File: config.mk
export PLATFORM = sky130hd
export DESIGN_NAME = pwm_multirate
export DESIGN_NICKNAME = d
export VERILOG_FILES = /design/src/rtl/pwm_mr_pkg.sv /design/src/rtl/pwm_regs.sv /design/src/rtl/pwm_tick_gen.sv /design/src/rtl/pwm_period_core.sv /design/src/rtl/pwm_multirate.sv
export SDC_FILE = /design/constraint.sdc
export NUM_CORES = 1
export LEC_CHECK = 0
export BUFFER_PORTS_ARGS = -buffer_cell sky130_fd_sc_hd__buf_2
export CAP_MARGIN = 10
export CORE_ASPECT_RATIO = 2
export CORE_UTILIZATION = 52
export DETAILED_ROUTE_END_ITERATION = 10
export GPL_TIMING_DRIVEN = 0
export PLACE_DENSITY_LB_ADDON = 0.15
export SETUP_SLACK_MARGIN = 0.1
export SYNTH_ARGS = -nofsm -noshare
export SYNTH_HDL_FRONTEND = slang
export SYNTH_SLANG_ARGS = --single-unit
File: constraint.sdc
create_clock -name clk -period 1.7 [get_ports clk]
set_input_delay 0.17 -clock clk [delete_from_list [all_inputs] [get_ports clk]]
set_output_delay 0.17 -clock clk [all_outputs]
set_load 0.03 [all_outputs]
File: src/rtl/pwm_mr_pkg.sv
package pwm_mr_pkg;

  localparam int CNT_W    = 7;
  localparam int OFS_CTRL = 0;
  localparam int OFS_DUTY = 1;
  localparam int EN_BIT   = 7;

  typedef enum logic [1:0] {
    MODE_SLOW  = 2'd0,
    MODE_HALF  = 2'd1,
    MODE_QUART = 2'd2,
    MODE_FAST  = 2'd3
  } pwm_mode_e;

  // Full-scale duty count of a mode: 128 >> mode.
  function automatic logic [7:0] full_of(pwm_mode_e m);
    return 8'd128 >> m;
  endfunction

  // Last counter value of a period.
  function automatic logic [CNT_W-1:0] wrap_of(pwm_mode_e m);
    logic [7:0] fs;
    fs = full_of(m);
    return CNT_W'(fs - 8'd1);
  endfunction

  // Output level for a counter position and a duty value.
  function automatic logic level_of(logic [CNT_W-1:0] cnt, logic [CNT_W-1:0] duty);
    return cnt < duty;
  endfunction

endpackage

File: src/rtl/pwm_regs.sv
module pwm_regs
  import pwm_mr_pkg::*;
#(
  parameter int ADDR_W = 1
) (
  input  logic              clk,
  input  logic              rst_n,
  input  logic [ADDR_W-1:0] addr,
  input  logic [7:0]        wdata,
  input  logic              we,
  output logic [7:0]        rdata,
  output logic              en,
  output pwm_mode_e         mode,
  output logic [CNT_W-1:0]  duty
);

  logic             en_q;
  pwm_mode_e        mode_q;
  logic [CNT_W-1:0] duty_q;

  always_ff @(posedge clk) begin
    if (!rst_n) begin
      en_q   <= 1'b0;
      mode_q <= MODE_SLOW;
      duty_q <= '0;
    end else if (we) begin
      if (addr == ADDR_W'(OFS_CTRL)) begin
        en_q   <= wdata[EN_BIT];
        mode_q <= pwm_mode_e'(wdata[1:0]);
      end else if (addr == ADDR_W'(OFS_DUTY)) begin
        duty_q <= wdata[CNT_W-1:0];
      end
    end
  end

  always_comb begin
    rdata = 8'h00;
    if (addr == ADDR_W'(OFS_CTRL)) begin
      rdata[EN_BIT] = en_q;
      rdata[1:0]    = mode_q;
    end else if (addr == ADDR_W'(OFS_DUTY)) begin
      rdata[CNT_W-1:0] = duty_q;
    end
  end

  assign en   = en_q;
  assign mode = mode_q;
  assign duty = duty_q;

endmodule

File: src/rtl/pwm_tick_gen.sv
module pwm_tick_gen #(
  parameter int DIV = 1562
) (
  input  logic clk,
  input  logic rst_n,
  output logic tick
);

  localparam int W = (DIV > 1) ? $clog2(DIV) : 1;

  logic [W-1:0] cnt_q;

  assign tick = (cnt_q == W'(DIV - 1));

  always_ff @(posedge clk) begin
    if (!rst_n)    cnt_q <= '0;
    else if (tick) cnt_q <= '0;
    else           cnt_q <= cnt_q + 1'b1;
  end

endmodule

File: src/rtl/pwm_period_core.sv
module pwm_period_core
  import pwm_mr_pkg::*;
(
  input  logic             clk,
  input  logic             rst_n,
  input  logic             tick,
  input  logic             en,
  input  pwm_mode_e        mode_in,
  input  logic [CNT_W-1:0] duty_in,
  output logic             pwm_out,
  output logic             run,
  output logic             boundary,
  output logic [CNT_W-1:0] cnt,
  output logic [CNT_W-1:0] duty_act,
  output pwm_mode_e        mode_act
);

  logic             run_q;
  logic [CNT_W-1:0] cnt_q;
  logic [CNT_W-1:0] duty_q;
  pwm_mode_e        mode_q;
  logic             at_wrap;
  logic             load;

  assign at_wrap  = (cnt_q == wrap_of(mode_q));
  assign boundary = run_q & tick & at_wrap;
  assign load     = !run_q | boundary;

  always_ff @(posedge clk) begin
    if (!rst_n) begin
      run_q  <= 1'b0;
      cnt_q  <= '0;
      duty_q <= '0;
      mode_q <= MODE_SLOW;
    end else begin
      run_q <= en;
      if (load) begin
        duty_q <= duty_in;
        mode_q <= mode_in;
      end
      if (!run_q)     cnt_q <= '0;
      else if (tick)  cnt_q <= at_wrap ? '0 : cnt_q + 1'b1;
    end
  end

  assign pwm_out  = run_q & level_of(cnt_q, duty_q);
  assign run      = run_q;
  assign cnt      = cnt_q;
  assign duty_act = duty_q;
  assign mode_act = mode_q;

endmodule

File: src/rtl/pwm_multirate.sv
module pwm_multirate
  import pwm_mr_pkg::*;
#(
  parameter int CLK_HZ  = 50_000_000,
  parameter int TICK_HZ = 32_000,
  parameter int ADDR_W  = 1
) (
  input  logic              clk,
  input  logic              rst_n,
  input  logic [ADDR_W-1:0] bus_addr,
  input  logic [7:0]        bus_wdata,
  input  logic              bus_we,
  output logic [7:0]        bus_rdata,
  output logic              pwm_out
);

  localparam int TICK_DIV = (CLK_HZ / TICK_HZ < 1) ? 1 : CLK_HZ / TICK_HZ;

  logic             ctrl_en_w;
  pwm_mode_e        ctrl_mode_w;
  logic [CNT_W-1:0] duty_reg_w;
  logic             tick_w;
  logic             run_w;
  logic             boundary_w;
  logic [CNT_W-1:0] cnt_w;
  logic [CNT_W-1:0] duty_act_w;
  pwm_mode_e        mode_act_w;

  pwm_regs #(.ADDR_W(ADDR_W)) u_regs (
    .clk   (clk),
    .rst_n (rst_n),
    .addr  (bus_addr),
    .wdata (bus_wdata),
    .we    (bus_we),
    .rdata (bus_rdata),
    .en    (ctrl_en_w),
    .mode  (ctrl_mode_w),
    .duty  (duty_reg_w)
  );

  pwm_tick_gen #(.DIV(TICK_DIV)) u_tick (
    .clk   (clk),
    .rst_n (rst_n),
    .tick  (tick_w)
  );

  pwm_period_core u_core (
    .clk      (clk),
    .rst_n    (rst_n),
    .tick     (tick_w),
    .en       (ctrl_en_w),
    .mode_in  (ctrl_mode_w),
    .duty_in  (duty_reg_w),
    .pwm_out  (pwm_out),
    .run      (run_w),
    .boundary (boundary_w),
    .cnt      (cnt_w),
    .duty_act (duty_act_w),
    .mode_act (mode_act_w)
  );

endmodule

; After elaboration in Yosys (flattened, before gate mapping)
; Index checks and enable logic that the tools add are counted.
[word_totals]
wordCells = 30
ff_bits = 38
out_inout_bits = 9
[op_classes]
bitwise_logic = 6
shift = 1
n_reduce_logical = 5
order_cmp = 1
eq_ne = 2
n_mux = 4
n_addsub = 3
[op_table]
columns = cell, n
row1 = "adder 11 x 1 -> 11 bit, second input constant", 1
row2 = "== test 11 bit, second input constant", 1
row3 = ">> shifter 8 x 2 -> 7 bit, first input constant", 1
row4 = "adder 7 x 1 -> 7 bit, second input constant", 1
row5 = == test 7 bit, 1
row6 = less-than comparator 7 bit, 1
row7 = two-way mux 7 bit, 1
row8 = "subtractor 7 x 1 -> 7 bit, second input constant", 1
row9 = AND reduction 2 bit, 3
row10 = two-way mux 5 bit, 1
row11 = AND 1 bit, 3
row12 = two-way mux 2 bit, 1
row13 = NOT 1 bit, 2
row14 = OR reduction 2 bit, 1
row15 = zero test 1 bit, 1
row16 = two-way mux 1 bit, 1
row17 = bitwise OR 1 bit, 1

; Depth between registers and ports, before layout
; Gate-level depths: netlist (run 1).
[logic_depth]
word_depth = 5
mapped_depth = 8
mapped_depth_nobuf = 7

; Hierarchy
; From an unflattened synthesis (run 1), not the netlist that was laid out.
[hier_totals]
hier_cells = 211
area_unflattened_um2 = 1889.3
[modules_own_cells]
columns = module, instances, cells_each, seq_area_each_um2, area_each_um2
row1 = pwm_period_core, 1, 105, 340.3, 923.4
row2 = pwm_tick_gen, 1, 54, 220.2, 505.5
row3 = pwm_regs, 1, 52, 200.2, 460.4

; Worst setup path before layout (run 1)
; No wires, ideal clock.
[synth_path]
kind = flip-flop to flip-flop
startpoint = reg u_tick.cnt_q[0]
endpoint = reg u_core.mode_q[0], in the netlist u_core.mode_act[0]
t_arrival_ns = 1.496
path_buffers = 1
path_slack_ns = 0.089
path_stages_with_launch = 8
required_ns = 1.585
setup_time_ns = 0.115
cell_sequence = dfxtp_1 > ha_1 > nand4bb_2 > o41ai_4 > o31ai_2 > buf_6 > nand3_2 > o21ai_2
[synth_via]
elab_chain_cells = 4
[synth_rtl]
columns = item, line
row1 = from (decl), pwm_tick_gen.sv:11  ; logic [W-1:0] cnt_q;
row2 = from (signal assigned), pwm_tick_gen.sv:18  ; else cnt_q <= cnt_q + 1'b1;
row3 = == test 11 bit, pwm_tick_gen.sv:13  ; assign tick = (cnt_q == W'(DIV - 1));
row4 = AND 1 bit (2 in a row), pwm_period_core.sv:26  ; assign boundary = run_q & tick & at_wrap;
row5 = bitwise OR 1 bit, pwm_period_core.sv:27  ; assign load = !run_q | boundary;
row6 = to (signal assigned), pwm_period_core.sv:39  ; mode_q <= mode_in;
row7 = to (decl), pwm_period_core.sv:21  ; pwm_mode_e mode_q;
; No other way between the ends.
; A chain may end at the register's enable or synchronous reset.

; Final worst setup path (run 1)
[layout_path]
startpoint = reg u_core.duty_q[1], in the netlist u_core.duty_act[1]
endpoint = out pwm_out
[layout_via]
elab_chain_cells = 2
[layout_rtl]
columns = item, line
row1 = from (decl), pwm_period_core.sv:20  ; logic [CNT_W-1:0] duty_q;
row2 = from (signal assigned), pwm_period_core.sv:38  ; duty_q <= duty_in;
row3 = less-than comparator 7 bit, pwm_mr_pkg.sv:29  ; return cnt < duty;
row4 = AND 1 bit, pwm_period_core.sv:46  ; assign pwm_out = run_q & level_of(cnt_q, duty_q);
row5 = to (decl), pwm_multirate.sv:14  ; output logic pwm_out
; No other way between the ends.

==> impl_results.md, run 1 <==
- IO buf count: 18
- Via-per-instance ratio: 5.31
- Crit path kind: reg -> out
- Initial antenna violation count: 0
- Async SR Flop Fraction: 0
- Max VDD drop: 0.509 mV
- Insertion delay to the later sink of the worst-skew pair: 0.29 ns
- DRT Pass-1 Iters: 4
- Mean Syn Cell Area: 9.04 um^2
- Num rows: 30
- Cell Pwr Density: 744 mW/mm^2
- Post-synth EDFFs: 0
- Num ports: 21
- Synth top cells by count: dfxtp_1 (38), nand2_1 (28), nand3_1 (22)
- Status: finished, violations left
- R2r startpoint: u_core.cnt[1]$_SDFFE_PN0N_
- DRT Wirelength: 3940 um
- Vias: 1,550
- Hold Crit Depth: 3
- Max Freq: 532 MHz
- ANT cells: 0
- Critical Path Start Type: flip-flop
- Cell taking the most area after synthesis: dfxtp_1
- Sw power: 0.000417 W
- R2r endpoint: u_core.cnt[4]$_SDFFE_PN0N_
- Hold_sp: bus_wdata[2]
- Post-synthesis cell area: 0.00191 mm^2
- Total gr overflow: 0
- Primary FF master, synth: dfxtp_1
- Crit path max fanout: 2
- Synth top area cells: dfxtp_1 (40%), ha_1 (5.9%), nand3_1 (5.8%)
- Clk_skew: 0.00326 ns
- Die area: 0.00393 mm^2
- Synth Register Bits: 38
- CTS Hold Bufs: 0
- Cts bufs inserted: 5
- Largest net degree at the start of global routing: 12
- First-pass GRT wire length: 6540 um
- Count of final hold-check violations: 0
- Failing checks: negative setup slack
- Req. time, crit path: 1.53 ns
- Hpwl dp: 3030 um
- Unique cell type count in the Yosys netlist: 41
- Die H: 87.6 um
- Period Utilization, post-route: 1.10
- CTS max path bufs: 2
- Drc violations: 0
- Final count of negative-setup-slack endpoints: 3
- # clock sinks: 38
- Layout cells sized above 1: 0.320
- Max-cap viol count: 0
- Measured slew at the worst slew-check pin: 0.405 ns
- Sw Ratio: 0.240
- Remaining antenna violation count: 0
- Clk pwr share: 0.361
- HP Class: in -> reg
- Post-synth top area share: 0.399
- Pint: 0.00132 W
- Sequential share of the synthesized area: 0.399
- Synthesized Nets: 232
- WP data arrival: 1.71 ns
- Area growth syn-to-layout: 22.4%
- Unrepaired setup endpoints after global routing: true
- CTS Root Cell: clkbuf_8
- Most common cell in the netlist: dfxtp_1
- Starting Density: 0.552
- Core Region: 0.00345 mm^2
- Min-Delay Endpoint: u_regs.duty[2]$_SDFFE_PN0P_
- Synthesis Warnings: 0
- Gate power share: 0.101
- Worst rel slew slack: 0.728
- H-tree levels: 2
- Setup WS pre-CTS: -0.195 ns
- Reg2reg setup slack: -0.01 ns
- DIE WIDTH: 44.8 um
- CTS tree: yes
- GR Util All Layers: 0.229
- Post-Syn Instances: 211
- Vias in the first global route: 1,572
- Drt initial violations: 17
- Max Slew Vio Count: 0
- Final net count: 264
- Worst R2R Path Depth: 7
- CTS clk-pin slew, worst paths: 0.07 ns
- Placer Congestion: 0.724
- Worst setup margin: -0.178 ns
- Leak: 0.878 nW
- Drt wl/cell: 13.5 um
- Fillers: 314
- Final core occ: 0.676
- Reg power frac: 0.538
- Setup crit end kind: output pin
- Final min period: 1.88 ns
-- what timing repair did --
item,4_1_cts,5_1_grt
setup buffers,6,0
setup endpoints to repair,17,26
resized for setup,19,3
cloned,1,0
pin swaps,12,5
-- worst max path at each step --
stage	from	end	slack, ns	depth (start not counted)
CTS	u_core.duty_act[1]$_SDFFE_PN0P_	pwm_out	-0.24	7
floorplan	u_tick.cnt_q[1]$_SDFF_PP0_	u_core.mode_act[0]$_SDFFE_PN0P_	0.11	8
detailed placement	u_core.cnt[0]$_SDFFE_PN0N_	u_core.cnt[3]$_SDFFE_PN0N_	-0.20	6
global placement	u_core.cnt[0]$_SDFFE_PN0N_	u_core.cnt[4]$_SDFFE_PN0N_	-0.18	6
finish	u_core.duty_act[1]$_SDFFE_PN0P_	pwm_out	-0.18	7
global route	u_core.duty_act[1]$_SDFFE_PN0P_	pwm_out	-0.24	7
-- layout make-up --
class                   instances  area (um^2)  area share
clock buffers                   7         86.3      0.0370
inverters                       8         30.0      0.0129
flip-flops and latches         38          768       0.329
well taps                      48         60.1      0.0257
clock inverters                 1         5.00     0.00214
repair buffers                 25          165      0.0707
plain buffers                   8         46.3      0.0198
multi-input cells             157         1170       0.503
-- routing by layer --
layer / track usage / share of wire
met5: 0 / 0
met4: 0.116 / 0.029
met3: 0.0392 / 0.024
met2: 0.489 / 0.64
met1: 0.171 / 0.31
-- cells in the final DEF, fill, tap and decap left out, types with 3 or more instances in the layout --
master | synthesis | final
clkbuf_8 | 0 | 6
o21ai_0 | 3 | 3
a21oi_1 | 5 | 4
nor2b_1 | 5 | 5
o21ai_2 | 9 | 9
nor3_2 | 2 | 3
a21o_1 | 3 | 3
dfxtp_2 | 0 | 3
mux2i_1 | 3 | 3
nor2_1 | 13 | 13
dfxtp_1 | 38 | 34
xor2_1 | 7 | 7
inv_1 | 8 | 6
nand3_1 | 22 | 15
buf_6 | 1 | 4
nand2_1 | 28 | 28
buf_4 | 0 | 5
clkbuf_1 | 5 | 6
or3_1 | 3 | 3
nand4_1 | 3 | 3
xnor2_1 | 6 | 6
buf_2 | 2 | 18
ha_1 | 9 | 6
nand3_2 | 1 | 8
a21boi_0 | 7 | 7
and2_1 | 7 | 7
-- per-stage QoR --
step           power [W]  hold slack [ns]  area (um^2)  instances  TNS [ns]
3_5_place_dp     0.00111            0.445         2090        277     -1.24
4_1_cts          0.00176            0.131         2330        292    -0.252
3_3_place_gp     0.00110            0.433         2090        277     -1.12
2_1_floorplan    0.00106            0.304         1940        211         0
6_report         0.00174            0.136         2330        292    -0.189
5_1_grt          0.00181            0.141         2330        292     -1.10
-- cells by family after synthesis --
kind of cell               count (synthesis)  synth area share
and+or+nand+nor                           98             0.283
DFF                                       38             0.399
AOI/OAI and AO/OA                         32             0.135
buffers and inverters                     16            0.0367
xor gates and xnor gates                  13            0.0597
adders and majority gates                  9            0.0591
muxes                                      5            0.0276
-- sequential cells by signal, summed over array words and instances, names as in the netlist --
signal / flops
u_core.duty_act: 7
u_regs.en: 1
u_core.run: 1
u_core.mode_act: 2
u_core.cnt: 7
u_regs.mode: 2
u_tick.cnt_q: 11
u_regs.duty: 7
-- worst max-delay path, cell delays in order (launching register included) --
cell and delay [ns]:
dfxtp_2 0.33, inv_2 0.04, ha_4 0.19, a21o_1 0.15, a21o_1 0.18, a21oi_2 0.17, o2111a_1 0.21, buf_6 0.14
-- power by group through the flow --
stage | Clock, W | Sequential, W | Combinational, W
detailed placement | 0 | 0.000957 | 0.000150
CTS | 0.000648 | 0.000934 | 0.000176
floorplan | 0 | 0.000951 | 0.000110
global route | 0.000682 | 0.000938 | 0.000194
finish | 0.000627 | 0.000935 | 0.000175
global placement | 0 | 0.000957 | 0.000147
(Power assumes the default switching activity.)
==> run 2: changes to the inputs <==
--- a/config.mk
+++ b/config.mk
@@ -5,9 +5,10 @@
 export SDC_FILE = /design/constraint.sdc
 export NUM_CORES = 1
 export LEC_CHECK = 0
+export ABC_AREA = 1
 export BUFFER_PORTS_ARGS = -buffer_cell sky130_fd_sc_hd__buf_2
 export CAP_MARGIN = 10
-export CORE_ASPECT_RATIO = 2
+export CORE_ASPECT_RATIO = 1.5
 export CORE_UTILIZATION = 52
 export DETAILED_ROUTE_END_ITERATION = 10
 export GPL_TIMING_DRIVEN = 0
==> run 2 against run 1 <==
The run still ends with negative setup slack left; via count grew 9.1%; utilization grew 0.32 points; sequential power grew 1%; critical endpoint unchanged.
==> impl_results.md, run 2 <==
- Dpl cells: 324
- Final net count: 318
- CTS max path bufs: 2
- DIE WIDTH: 51.4 um
- Unique cell type count in the Yosys netlist: 28
- Layout cells sized above 1: 0.252
- Post-synth EDFFs: 0
- Final core occ: 0.679
- Setup WS pre-CTS: 0.0116 ns
- Measured slew at the worst slew-check pin: 0.393 ns
- Insertion delay to the later sink of the worst-skew pair: 0.30 ns
- Largest net degree at the start of global routing: 12
- # clock sinks: 38
- Async SR Flop Fraction: 0
- Area growth syn-to-layout: 23.2%
- Most common cell after layout, fill and taps aside: nand2_1
- Remaining antenna violation count: 0
- Post-synthesis cell area: 0.00190 mm^2
- Core Region: 0.00345 mm^2
- Hold WS: 0.126 ns
- Total gr overflow: 0
- Sequential share of the synthesized area: 0.400
- Critical path cell sequence: inv_2, ha_4, nand3_2, a21oi_2, nor2_1, nor2_1, nor3_2, buf_4
- Req. time, crit path: 1.53 ns
- Worst path max stage delay: 0.32 ns
- Synth top cells by count: nand2_1 (53), nor2_1 (48), dfxtp_1 (38)
- Metal2 WL: 1990 um
- Non-Filler Instances: 340
- Max FFs per register: 11
- Worst setup margin: -0.00225 ns
- Cts bufs inserted: 5
- Failing checks: negative setup slack
- Vias in the first global route: 1,545
- Area of the multi-input gates: 0.00107 mm^2
- Clk_skew: 0.00925 ns
- Seq. cell area: 782 um^2
- Via-per-instance ratio: 4.97
- Crit path max fanout: 2
- Die area: 0.00391 mm^2
- DRT Wirelength: 3800 um
- Synth top area cells: dfxtp_1 (40%), nand2_1 (10%), nor2_1 (9.5%)
- Count of final hold-check violations: 0
- CTS tree: yes
- Most frequent CP cell: nor2_1
- Initial antenna violation count: 0
- Synth Register Bits: 38
- Crit path kind: reg -> out
- Top Layer Used: met4
- Setup crit end kind: output pin
- Max VDD drop: 0.775 mV
- CTS clk-pin slew, worst paths: 0.07 ns
- Most common cell in the netlist: nand2_1
- Critical path's slowest cell: dfxtp_2
- Final min period: 1.70 ns
- Drt wl/cell: 11.2 um
- Cell taking the most area after synthesis: dfxtp_1
- Detailed-routed wire length on met3: 120 um
- Hpwl dp: 2510 um
- Placer Congestion: 0.743
- Leak: 1.05 nW
- IO buf count: 19
- DRT Pass-1 Iters: 4
- CTS Hold Bufs: 0
- HP Class: in -> reg
- Status: finished, violations left
- Commonest cells after routing, fill and taps aside: nand2_1 (52), nor2_1 (47), inv_1 (29), dfxtp_1 (29), buf_2 (18)
- Final count of negative-setup-slack endpoints: 1
- WP data arrival: 1.53 ns
- Fillers: 315
- Starting Density: 0.551
- Drc violations: 0
- ANT cells: 0
- Mean Syn Cell Area: 7.23 um^2
- Post-synth top area share: 0.400
- Largest register by flop count: u_tick.cnt_q
- Drt initial violations: 35
- GR Util All Layers: 0.212
- Period Utilization, post-route: 1.00
- Synthesized Nets: 284
- Cell Pwr Density: 764 mW/mm^2
- Primary FF master, synth: dfxtp_1
- Unrepaired setup endpoints after global routing: true
- Vias: 1,691
- Num ports: 21
- Synthesis Warnings: 0
- First-pass GRT wire length: 6300 um
- H-tree levels: 2
- Post-Syn Instances: 263
- Num rows: 26
- Die H: 76.0 um
- Metal1 wirelength: 1620 um
- Placed instance area: 0.00205 mm^2
- Max Freq: 587 MHz
- Max Slew Vio Count: 0
- Max-cap viol count: 0
- CTS Root Cell: clkbuf_8
- Critical Path Start Type: flip-flop
- Worst rel slew slack: 0.738
- Design area: 0.00234 mm^2
run 2: changes by cell type after synthesis, moves of 7 or more:
cell      before  now
o21ai_0        3   12
inv_1          8   32
and2_1         7    0
a21oi_1        5   17
a21boi_0       7    0
o21ai_2        9    0
nor2_1        13   48
nand2_1       28   53
run 2: stage by stage:
step	setup TNS (ns)	power (W)
floorplan	0	0.00110
detailed placement	0	0.00115
finish	-0.00225	0.00179
global route	-0.107	0.00187
global placement	0	0.00115
CTS	-0.00717	0.00179
run 2: area by class of cell:
| class | count | area share |
|---|---|---|
| clock buffer | 7 | 0.0369 |
| timing repair buffer | 27 | 0.0694 |
| inverter | 32 | 0.0513 |
| sequential | 38 | 0.334 |
| buffer | 8 | 0.0283 |
| multi-input combinational | 185 | 0.456 |
| tap | 42 | 0.0224 |
| clock inverter | 1 | 0.00214 |
run 2: power by group:
| group | leakage, nW | switching, W | internal (W) |
|---|---|---|---|
| clock | 0.0482 | 0.000314 | 0.000327 |
| combinational | 0.691 | 0.000122 | 0.0000792 |
| sequential | 0.315 | 0.0000241 | 0.000922 |
run 2: timing repair:
item | 4_1_cts | 5_1_grt
gates resized for setup | 13 | 28
setup endpoints to repair | 18 | 28
gates cloned | 0 | 1
setup buffers | 5 | 2
pin swaps | 4 | 7
run 2: path summary, 6_finish.rpt:
| kind | cells after the start | end | from | slack [ns] |
|---|---|---|---|---|
| max reg2reg | 9 | u_core.mode_act[1]$_SDFFE_PN0P_ | u_core.cnt[1]$_SDFFE_PN0N_ | 0.14 |
| min reg2reg | 2 | u_core.run$_SDFF_PN0_ | u_regs.en$_SDFFE_PN0P_ | 0.44 |
| max | 8 | pwm_out | u_core.duty_act[2]$_SDFFE_PN0P_ | -0.002 |
| min | 3 | u_regs.duty[6]$_SDFFE_PN0P_ | bus_wdata[6] | 0.13 |
run 2: routing by layer:
layer / vias up / track usage
met3: 6 / 0.0639
met5: - / 0
li1: 898 / -
met4: 0 / 0.105
met2: 29 / 0.369
met1: 758 / 0.220
run 2: cells by family (layout without fill, tap and decap cells):
kind of cell,after synthesis,in the layout,share of synthesized area
simple gates,137,137,0.325
buf+inv,40,75,0.0948
fa+ha+maj,9,9,0.0593
xor+xnor,7,7,0.0323
flops,38,38,0.400
compound gates,32,32,0.0889
run 2: critical path: cells and delay by family, from the launching register on:
kind / cells / cell delay (ns)
flip-flops: 1 / 0.32
AO/OA/AOI/OAI: 1 / 0.14
adder cells (fa/ha/maj): 1 / 0.28
AND/OR/NAND/NOR: 4 / 0.30
buffers and inverters: 2 / 0.21
==> run 3: changes to the inputs <==
--- a/config.mk
+++ b/config.mk
@@ -13,6 +13,7 @@
 export DETAILED_ROUTE_END_ITERATION = 10
 export GPL_TIMING_DRIVEN = 0
 export PLACE_DENSITY_LB_ADDON = 0.15
+export RECOVER_POWER = 100
 export SETUP_SLACK_MARGIN = 0.1
 export SYNTH_ARGS = -nofsm -noshare
 export SYNTH_HDL_FRONTEND = slang
==> run 3 against run 2 <==
The flow still finishes with violations (negative setup slack); non-clock buffer count unchanged; register-to-register slack worse by 0.14 ns; final cell count is the same; final area is 0.85% lower; sequential share of layout area grew 0.18 points; clock power hardly changed; largest power group unchanged.
==> impl_results.md, run 3 (synthesized netlist as in run 2, its figures left out) <==
- Status: finished, violations left
- Failing checks: negative setup slack
- Worst rel slew slack: 0.738
- Max-cap viol count: 0
- Placed instance area: 0.00205 mm^2
- Cell Pwr Density: 769 mW/mm^2
- Layout cells sized above 1: 0.221
- Insertion delay to the later sink of the worst-skew pair: 0.29 ns
- Area growth syn-to-layout: 22.2%
- Drt initial violations: 34
- Via-per-instance ratio: 5.01
- Measured slew at the worst slew-check pin: 0.393 ns
- Core Region: 0.00345 mm^2
- GR Util All Layers: 0.212
- Vias in the first global route: 1,545
- Starting Density: 0.551
- Die H: 76.0 um
- Fillers: 324
- IO buf count: 19
- Count of final hold-check violations: 0
- TNS Setup: -0.00357 ns
- CTS Root Cell: clkbuf_8
- Cts bufs inserted: 5
- Final min period: 1.70 ns
- Num rows: 26
- Design area: 0.00232 mm^2
- Critical path's slowest cell: dfxtp_2
- Unrepaired setup endpoints after global routing: true
- Period Utilization, post-route: 1.00
- Area of the multi-input gates: 0.00106 mm^2
- Req. time, crit path: 1.89 ns
- Total gr overflow: 0
- Critical Path Start Type: flip-flop
- CTS max path bufs: 2
- CTS tree: yes
- Worst setup margin: -0.00308 ns
- Leak: 1.02 nW
- CTS Hold Bufs: 0
- ANT cells: 0
- Drc violations: 0
- Drt wl/cell: 11.2 um
- Max Freq: 587 MHz
- Placer Congestion: 0.743
- Setup WS pre-CTS: 0.0116 ns
- Critical path cell sequence: ha_4, nand2_2, nor2_2, nand3_2, nor2_1, nand3_4, buf_6, a21oi_1, nor2_1
- DRT Pass-1 Iters: 5
- Seq. cell area: 779 um^2
- Crit path max fanout: 5
- CTS clk-pin slew, worst paths: 0.08 ns
- Vias: 1,703
- Hpwl dp: 2510 um
- Crit path kind: reg -> reg
- Final net count: 318
- H-tree levels: 2
- Worst path max stage delay: 0.40 ns
- Num ports: 21
- Largest delay share family, worst path: simple AND/OR/NAND/NOR gates
- # clock sinks: 38
- WP data arrival: 1.89 ns
- Remaining antenna violation count: 0
- Largest net degree at the start of global routing: 12
- First-pass GRT wire length: 6300 um
- DRT Wirelength: 3800 um
- Initial antenna violation count: 0
- Final count of negative-setup-slack endpoints: 2
- DIE WIDTH: 51.4 um
- Bufs and invs on worst path: 1
- Commonest cells after routing, fill and taps aside: nand2_1 (52), nor2_1 (48), inv_1 (29), dfxtp_1 (29), a21oi_1 (15)
- Max VDD drop: 0.775 mV
- Most frequent CP cell: nor2_1
- Most common cell after layout, fill and taps aside: nand2_1
- Max FFs per register: 11
- HP Class: in -> reg
- Largest register by flop count: u_tick.cnt_q
- Clk_skew: 0.00936 ns
- Max Slew Vio Count: 0
- Setup crit end kind: flip-flop
- Die area: 0.00391 mm^2
run 3: area by class of cell:
type / count / share of cell area
flip-flops and latches: 38 / 0.336
plain buffers: 8 / 0.0286
multi-input cells: 185 / 0.456
inverters: 32 / 0.0517
clock inverters: 1 / 0.00216
repair buffers: 27 / 0.0657
clock buffers: 7 / 0.0372
well taps: 42 / 0.0226
run 3: power by group:
group | internal (W) | switching (W)
sequential | 0.000923 | 0.0000240
combinational | 0.0000764 | 0.000121
clock | 0.000327 | 0.000314
total | 0.00133 | 0.000459
run 3: worst min-delay path, cell delays in order:
cell and delay (ns):
buf_2 0.07, o21ai_0 0.07, nor2_1 0.07
run 3: repair_timing:
item                       4_1_cts  5_1_grt
setup buffers                    5        2
gates cloned                     0        1
resized for setup               13       28
pin swaps                        4        7
setup endpoints to repair       18       28
run 3: worst paths after layout:
| kind | from | end | slack [ns] | cells after the start |
|---|---|---|---|---|
| worst min-delay path | bus_wdata[6] | u_regs.duty[6]$_SDFFE_PN0P_ | 0.13 | 3 |
| worst max-delay path | u_core.cnt[1]$_SDFFE_PN0N_ | u_core.mode_act[1]$_SDFFE_PN0P_ | -0.003 | 9 |
| worst max register to register | u_core.cnt[1]$_SDFFE_PN0N_ | u_core.mode_act[1]$_SDFFE_PN0P_ | -0.003 | 9 |
| worst min register to register | u_regs.en$_SDFFE_PN0P_ | u_core.run$_SDFF_PN0_ | 0.44 | 2 |
run 3: routing by layer:
metal  track usage  vias up  share of wire
li1              -      897              -
met1         0.220      767           0.43
met2         0.369       33           0.52
met3        0.0639        6          0.034
met4         0.105        0          0.019
met5             0        -              0
run 3: per-stage QoR:
step	utilization	power (W)	std cells	hold WS, ns
floorplan	-	0.00110	263	0.309
global placement	0.595	0.00115	324	0.423
detailed placement	0.595	0.00115	324	0.425
CTS	0.646	0.00179	337	0.120
global route	0.673	0.00187	340	0.140
finish	0.673	0.00179	340	0.126
